==> config.mk <==
export PLATFORM = sky130hd
export DESIGN_NAME = hbus16_bridge
export DESIGN_NICKNAME = d
export VERILOG_FILES = /design/src/rtl/hbus_pkg.sv /design/src/rtl/hbus_wr_collect.sv /design/src/rtl/hbus_rd_split.sv /design/src/rtl/hbus16_bridge.sv
export SDC_FILE = /design/constraint.sdc
export NUM_CORES = 1
export LEC_CHECK = 0
export CORE_AREA = 2 2 133 135
export DETAILED_ROUTE_END_ITERATION = 10
export DIE_AREA = 0 0 135 137
export PLACE_DENSITY = 0.71
export SLEW_MARGIN = 20
export SYNTH_ARGS = -nofsm -noshare
export SYNTH_HDL_FRONTEND = slang
export SYNTH_SLANG_ARGS = --single-unit
==> constraint.sdc <==
create_clock -name clk -period 4.35 [get_ports clk]
set_input_delay 1.0875 -clock clk [delete_from_list [all_inputs] [get_ports clk]]
set_output_delay 1.0875 -clock clk [all_outputs]
set_load 0.1 [all_outputs]
==> src/rtl/hbus_pkg.sv <==
`timescale 1ns/1ps
package hbus_pkg;

    // Outcome of one halfword strobe against the pending state of a path
    typedef enum logic [1:0] {
        ACC_FIRST    = 2'd0,
        ACC_COMPLETE = 2'd1,
        ACC_REPEAT   = 2'd2
    } acc_kind_e;

    // A held halfword and which 32-bit half it belongs to
    typedef struct packed {
        logic        hi;
        logic [15:0] data;
    } half_t;

    localparam logic [15:0] RD_BAD_VAL = 16'h0000;

    function automatic acc_kind_e classify(input logic pend, input logic same_dw,
                                           input logic same_a1);
        if (!pend || !same_dw) return ACC_FIRST;
        if (same_a1)           return ACC_REPEAT;
        return ACC_COMPLETE;
    endfunction

    // High half selected when A1 differs from the swap state
    function automatic logic lane_hi(input logic a1, input logic swap_on);
        return a1 ^ swap_on;
    endfunction

    function automatic logic [15:0] pick_half(input logic [31:0] w, input logic hi);
        return hi ? w[31:16] : w[15:0];
    endfunction

    function automatic logic [31:0] join_halves(input half_t first, input logic [15:0] second);
        return first.hi ? {first.data, second} : {second, first.data};
    endfunction

endpackage

==> src/rtl/hbus_wr_collect.sv <==
`timescale 1ns/1ps
module hbus_wr_collect
    import hbus_pkg::*;
#(
    parameter int DW_W = 7
) (
    input  logic            clk,
    input  logic            rst,
    input  logic            wr,
    input  logic [DW_W-1:0] dw,
    input  logic            a1,
    input  logic [15:0]     wdata,
    input  logic            swap_on,
    output logic            cmpl,
    output logic [DW_W-1:0] cmpl_dw,
    output logic [31:0]     cmpl_data
);
    logic            pend_q;
    logic [DW_W-1:0] pend_dw_q;
    logic            pend_a1_q;
    half_t           held_q;
    acc_kind_e       kind;

    always_comb begin
        kind      = classify(pend_q, dw == pend_dw_q, a1 == pend_a1_q);
        cmpl      = wr && (kind == ACC_COMPLETE);
        cmpl_dw   = dw;
        cmpl_data = join_halves(held_q, wdata);
    end

    always_ff @(posedge clk) begin
        if (rst) begin
            pend_q    <= 1'b0;
            pend_dw_q <= '0;
            pend_a1_q <= 1'b0;
            held_q    <= '0;
        end else if (wr) begin
            if (kind == ACC_FIRST) begin
                pend_q      <= 1'b1;
                pend_dw_q   <= dw;
                pend_a1_q   <= a1;
                held_q.hi   <= lane_hi(a1, swap_on);
                held_q.data <= wdata;
            end else begin
                pend_q <= 1'b0;
            end
        end
    end
endmodule

==> src/rtl/hbus_rd_split.sv <==
`timescale 1ns/1ps
module hbus_rd_split
    import hbus_pkg::*;
#(
    parameter int DW_W = 7
) (
    input  logic            clk,
    input  logic            rst,
    input  logic            rd,
    input  logic [DW_W-1:0] dw,
    input  logic            a1,
    input  logic            swap_on,
    input  logic [31:0]     src_data,
    output logic            fetch,
    output logic [15:0]     rdata
);
    logic            pend_q;
    logic [DW_W-1:0] pend_dw_q;
    logic            pend_a1_q;
    logic            first_hi_q;
    logic [31:0]     snap_q;
    acc_kind_e       kind;
    logic            cur_hi;

    always_comb begin
        kind   = classify(pend_q, dw == pend_dw_q, a1 == pend_a1_q);
        fetch  = rd && (kind == ACC_FIRST);
        cur_hi = lane_hi(a1, swap_on);
    end

    always_ff @(posedge clk) begin
        if (rst) begin
            pend_q     <= 1'b0;
            pend_dw_q  <= '0;
            pend_a1_q  <= 1'b0;
            first_hi_q <= 1'b0;
            snap_q     <= '0;
            rdata      <= '0;
        end else if (rd) begin
            unique case (kind)
                ACC_FIRST: begin
                    pend_q     <= 1'b1;
                    pend_dw_q  <= dw;
                    pend_a1_q  <= a1;
                    first_hi_q <= cur_hi;
                    snap_q     <= src_data;
                    rdata      <= pick_half(src_data, cur_hi);
                end
                ACC_COMPLETE: begin
                    pend_q <= 1'b0;
                    rdata  <= pick_half(snap_q, !first_hi_q);
                end
                default: begin
                    pend_q <= 1'b0;
                    rdata  <= RD_BAD_VAL;
                end
            endcase
        end
    end
endmodule

==> src/rtl/hbus16_bridge.sv <==
`timescale 1ns/1ps
module hbus16_bridge
    import hbus_pkg::*;
#(
    parameter int                HA_W    = 8,
    parameter logic [HA_W-2:0]   SWAP_DW = '1
) (
    input  logic            clk,
    input  logic            rst,
    input  logic [HA_W-1:0] host_addr,
    input  logic [15:0]     host_wdata,
    input  logic            host_wr,
    input  logic            host_rd,
    output logic [15:0]     host_rdata,
    output logic            reg_wr_en,
    output logic [HA_W-2:0] reg_wr_addr,
    output logic [31:0]     reg_wr_data,
    output logic            reg_rd_en,
    output logic [HA_W-2:0] reg_rd_addr,
    input  logic [31:0]     reg_rd_data
);
    localparam int DW_W = HA_W - 1;

    logic [31:0]     swap_q;
    logic            swap_on;
    logic [DW_W-1:0] host_dw;
    logic            host_a1;
    logic            rd_hits_swap;
    logic [31:0]     rd_src;
    logic            fetch;
    logic            cmpl;
    logic [DW_W-1:0] cmpl_dw;
    logic [31:0]     cmpl_data;

    always_comb begin
        swap_on      = &swap_q;
        host_dw      = host_addr[HA_W-1:1];
        host_a1      = host_addr[0];
        rd_hits_swap = (host_dw == SWAP_DW);
        rd_src       = rd_hits_swap ? swap_q : reg_rd_data;
        reg_rd_en    = fetch && !rd_hits_swap;
        reg_rd_addr  = host_dw;
    end

    hbus_wr_collect #(.DW_W(DW_W)) u_wr (
        .clk       (clk),
        .rst       (rst),
        .wr        (host_wr),
        .dw        (host_dw),
        .a1        (host_a1),
        .wdata     (host_wdata),
        .swap_on   (swap_on),
        .cmpl      (cmpl),
        .cmpl_dw   (cmpl_dw),
        .cmpl_data (cmpl_data)
    );

    hbus_rd_split #(.DW_W(DW_W)) u_rd (
        .clk      (clk),
        .rst      (rst),
        .rd       (host_rd),
        .dw       (host_dw),
        .a1       (host_a1),
        .swap_on  (swap_on),
        .src_data (rd_src),
        .fetch    (fetch),
        .rdata    (host_rdata)
    );

    always_ff @(posedge clk) begin
        if (rst) begin
            swap_q      <= '0;
            reg_wr_en   <= 1'b0;
            reg_wr_addr <= '0;
            reg_wr_data <= '0;
        end else begin
            reg_wr_en <= cmpl && (cmpl_dw != SWAP_DW);
            if (cmpl && (cmpl_dw == SWAP_DW)) begin
                swap_q <= cmpl_data;
            end
            if (cmpl && (cmpl_dw != SWAP_DW)) begin
                reg_wr_addr <= cmpl_dw;
                reg_wr_data <= cmpl_data;
            end
        end
    end
endmodule

==> results of run 1 <==
routing by layer:
layer,share of wire (%),vias up,routed length (um),GRT usage [%]
met1,51,2421,8810,28.6
met4,2.1,0,359,7.64
met3,4.8,23,819,4.11
met2,42,134,7250,25.7
met5,0,-,0,0
li1,-,2614,-,-
flip-flops by register name, summed over array words and instances, names as in the netlist:
register         flops
reg_wr_en            1
u_rd.pend_a1_q       1
u_rd.pend_dw_q       7
u_wr.pend_dw_q       7
swap_q              32
u_wr.pend_a1_q       1
u_rd.rdata          16
u_rd.snap_q         32
reg_wr_addr          7
u_rd.pend_q          1
reg_wr_data         32
u_rd.first_hi_q      1
u_wr.pend_q          1
u_wr.held_q         17
cells in the final DEF (no fill, tap or decap), drive strengths merged, types with 3 or more instances in the layout:
cell | synthesis | layout
a22oi | 16 | 16
nor4 | 3 | 3
xnor2 | 15 | 15
o221ai | 16 | 16
inv | 2 | 3
buf | 30 | 23
bufinv | 0 | 4
clkinv | 0 | 4
dfxtp | 156 | 156
nand4 | 13 | 13
nor3 | 4 | 4
clkbuf | 37 | 21
o21ai | 3 | 3
clkdlybuf4s50 | 0 | 114
mux2 | 16 | 16
a211oi | 96 | 96
nor2 | 138 | 138
mux2i | 102 | 102
tightest hold or removal path: stages, from the launching register on:
cell and delay [ns]:
dfxtp_1 0.31, nand2b_1 0.07, a21oi_1 0.06
cells by family after synthesis:
family                 Yosys count  synth area share [%]
buffers and inverters           69                  4.99
multiplexers                   118                  17.9
AO/OA/AOI/OAI                  137                  17.6
flip-flops                     156                  46.4
AND/OR/NAND/NOR                170                  11.0
XOR/XNOR                        16                  2.08
final timing paths:
| path | end |
|---|---|
| setup / recovery | reg_rd_en |
| hold / removal | u_wr.pend_q$_SDFFE_PP0P_ |
| setup reg to reg | u_rd.rdata[13]$_SDFFE_PP0P_ |
| hold reg to reg | u_wr.pend_q$_SDFFE_PP0P_ |
area by class of cell:
class / instances / area [um^2]
clock buffer: 21 / 450
clock inverter: 10 / 164
fill: 1586 / 8400
inverter: 2 / 7.51
multi-input combinational: 441 / 3280
sequential: 156 / 3120
tap: 225 / 282
timing repair buffer: 137 / 1350
through the flow:
stage,worst slack (ns),cell area [um^2]
2_1_floorplan,0.348,6720
3_3_place_gp,0.562,8040
3_5_place_dp,0.539,8040
4_1_cts,0.545,8660
5_1_grt,0.409,8660
6_report,0.525,8660
power by group through the flow:
stage	combinational, uW	clock, uW	sequential, uW
after floorplan	227	0	1610
after global routing	455	1640	1530
after detailed placement	426	0	1560
after global placement	425	0	1550
final	428	1550	1520
after CTS	429	1580	1520
==> impl_results.md, run 1 <==
* Bufs and invs on worst path at 2
* Least-Margin Pin Slew at 1.05 ns
* Crit path cell chain: clkdlybuf4s50_1 -> xnor2_1 -> nand4_1 -> o21a_2 -> and2_1 -> buf_12
* Critical path startpoint: host_addr[6]
* Critical Path Start Type: input pin
* Maximum root-to-sink buffer count at 2
* Dominant cell type by area after synthesis: dfxtp_1
* Minimum hold slack at 0.483 ns
* Post-synthesis async set-or-reset flop share at 0%
* Power consumption at around 3500 uW
* CTS tree: built
* Sequential Power Share at 43.5%
* Row count at 48
* Initial antenna violation count at 0
* Fin Clk Skew at between 0.01 and 0.015 ns
* RR Startpoint: swap_q[20]$_SDFFE_PP0P_
* CP max stage delay at 0.54 ns
* Min-Delay Path Class: reg -> reg
* Crit path required time at about 3.3 ns
* Fin nets at 815
* Post-synth EDFFs at 0
* # diodes at 0
* TNS Setup at 0 ns
* Reg2Reg Setup Slack at between 1.5 and 2 ns
* Hold Path Stages at 2
* CP delay by family, top: buffers and inverters
* Sw Ratio at 25.3%
* Mapped cell area at 6720 um^2
* Final min period at 3.83 ns
* Routed vias at approximately 5200
* Most frequent cells after synthesis: dfxtp_1, nor2_1, mux2i_1
* Hold_buf cts at 0
* Cts bufs inserted at 17
* Min-delay src: u_wr.pend_q$_SDFFE_PP0P_
* Int Pwr at approximately 2600 uW
* Switching power at 886 uW
* Post-route ant nets at 0
* Worst relative slew slack at 29.7%
* Worst VDD drop at 0.000301 V
* Non-filler instance count after layout at around 990
* Vias in the first global route at 4863
* Grt ovf at 0
* Power density over the cells at 405 nW/um^2
* Resized cells post-CTS at 0
* Clock Latency Late Sink at 0.42 ns
* CTS H-tree depth at 4
* Critical Path End Type: primary output
* Yosys warns at 0
* CP Class: in -> out
* First-pass GRT wire length at 26900 um
* Core Util, Final at 50.7%
* Max-Cap Viols at 0
* Mapped Cells at 666
* I/O pin count at 124
* Stages on worst setup path at 6
* Dominant cell by count in the synthesized netlist: dfxtp_1
* Die height at 137 um
* Largest net degree at the start of global routing at 73
* GP Congestion at 0.786
* CP arrival at 2.74 ns
* Die W at 135 um
* CP max FO at 7
* Count of cell types in the netlist at 36
* Clk slew on worst S/H paths at 0.05 ns
* Final wirelength at 17200 um
* Die ar. at 18500 um^2
* Hpwl dp at 11700 um
* Port bufs at 123
* Logic pwr share at 12.2%
* Cell leakage power at 0.00324 uW
* Fin. Hold Viols at 0
* Core Footprint at 17100 um^2
* Sequential area share after synthesis at 46.4%
* Total GRT Usage at 18.9%
* Via-to-Cell Ratio at about 5.2
* 1st-iter DRT viols at 336
* # setup viols final at 0
* Starting Density at 39.4%
* Ranking of synthesized cells by area: dfxtp_1, mux2i_1, nor2_1
* Clk network pwr share at 44.3%
* Syn_nets at slightly above 700
* Synth-to-Final Area Change at 28.7%
* Drt wl/cell at approximately 17 um
* Critical Path Slowest Stage Cell: clkdlybuf4s50_1
* Setup Fix Bufs, Post-CTS at 0
* Max Fclk at 0.261 GHz
* Crit share post-route at 87.9%
* FF+latch count, synth at 156
* Post-synth top flop: dfxtp_1
* Count of pins over their slew limit at 0
* Placed Cells incl. Taps at 961
* Post-synth top area share at 46.4%
* RSZ-0062 raised after global routing: false
* Root Driver: clkbuf_16
* DR pass1 iterations at 5
* Share of cells above drive strength 1 at 13.6%
* R2r worst-path depth at 5
* # DRC at 0
* Clk sinks at between 150 and 200
* Status: finished clean
* Post-Syn Area per Cell at around 10 um^2
Power figures use the tool's default switching activity.
==> inputs of run 2 (changes only) <==
--- a/config.mk
+++ b/config.mk
@@ -13,3 +13,4 @@
 export SYNTH_ARGS = -nofsm -noshare
 export SYNTH_HDL_FRONTEND = slang
 export SYNTH_SLANG_ARGS = --single-unit
+export TNS_END_PERCENT = 10
==> results of run 2 <==
No change in the layout: final DEF, timing and power equal those of run 1.
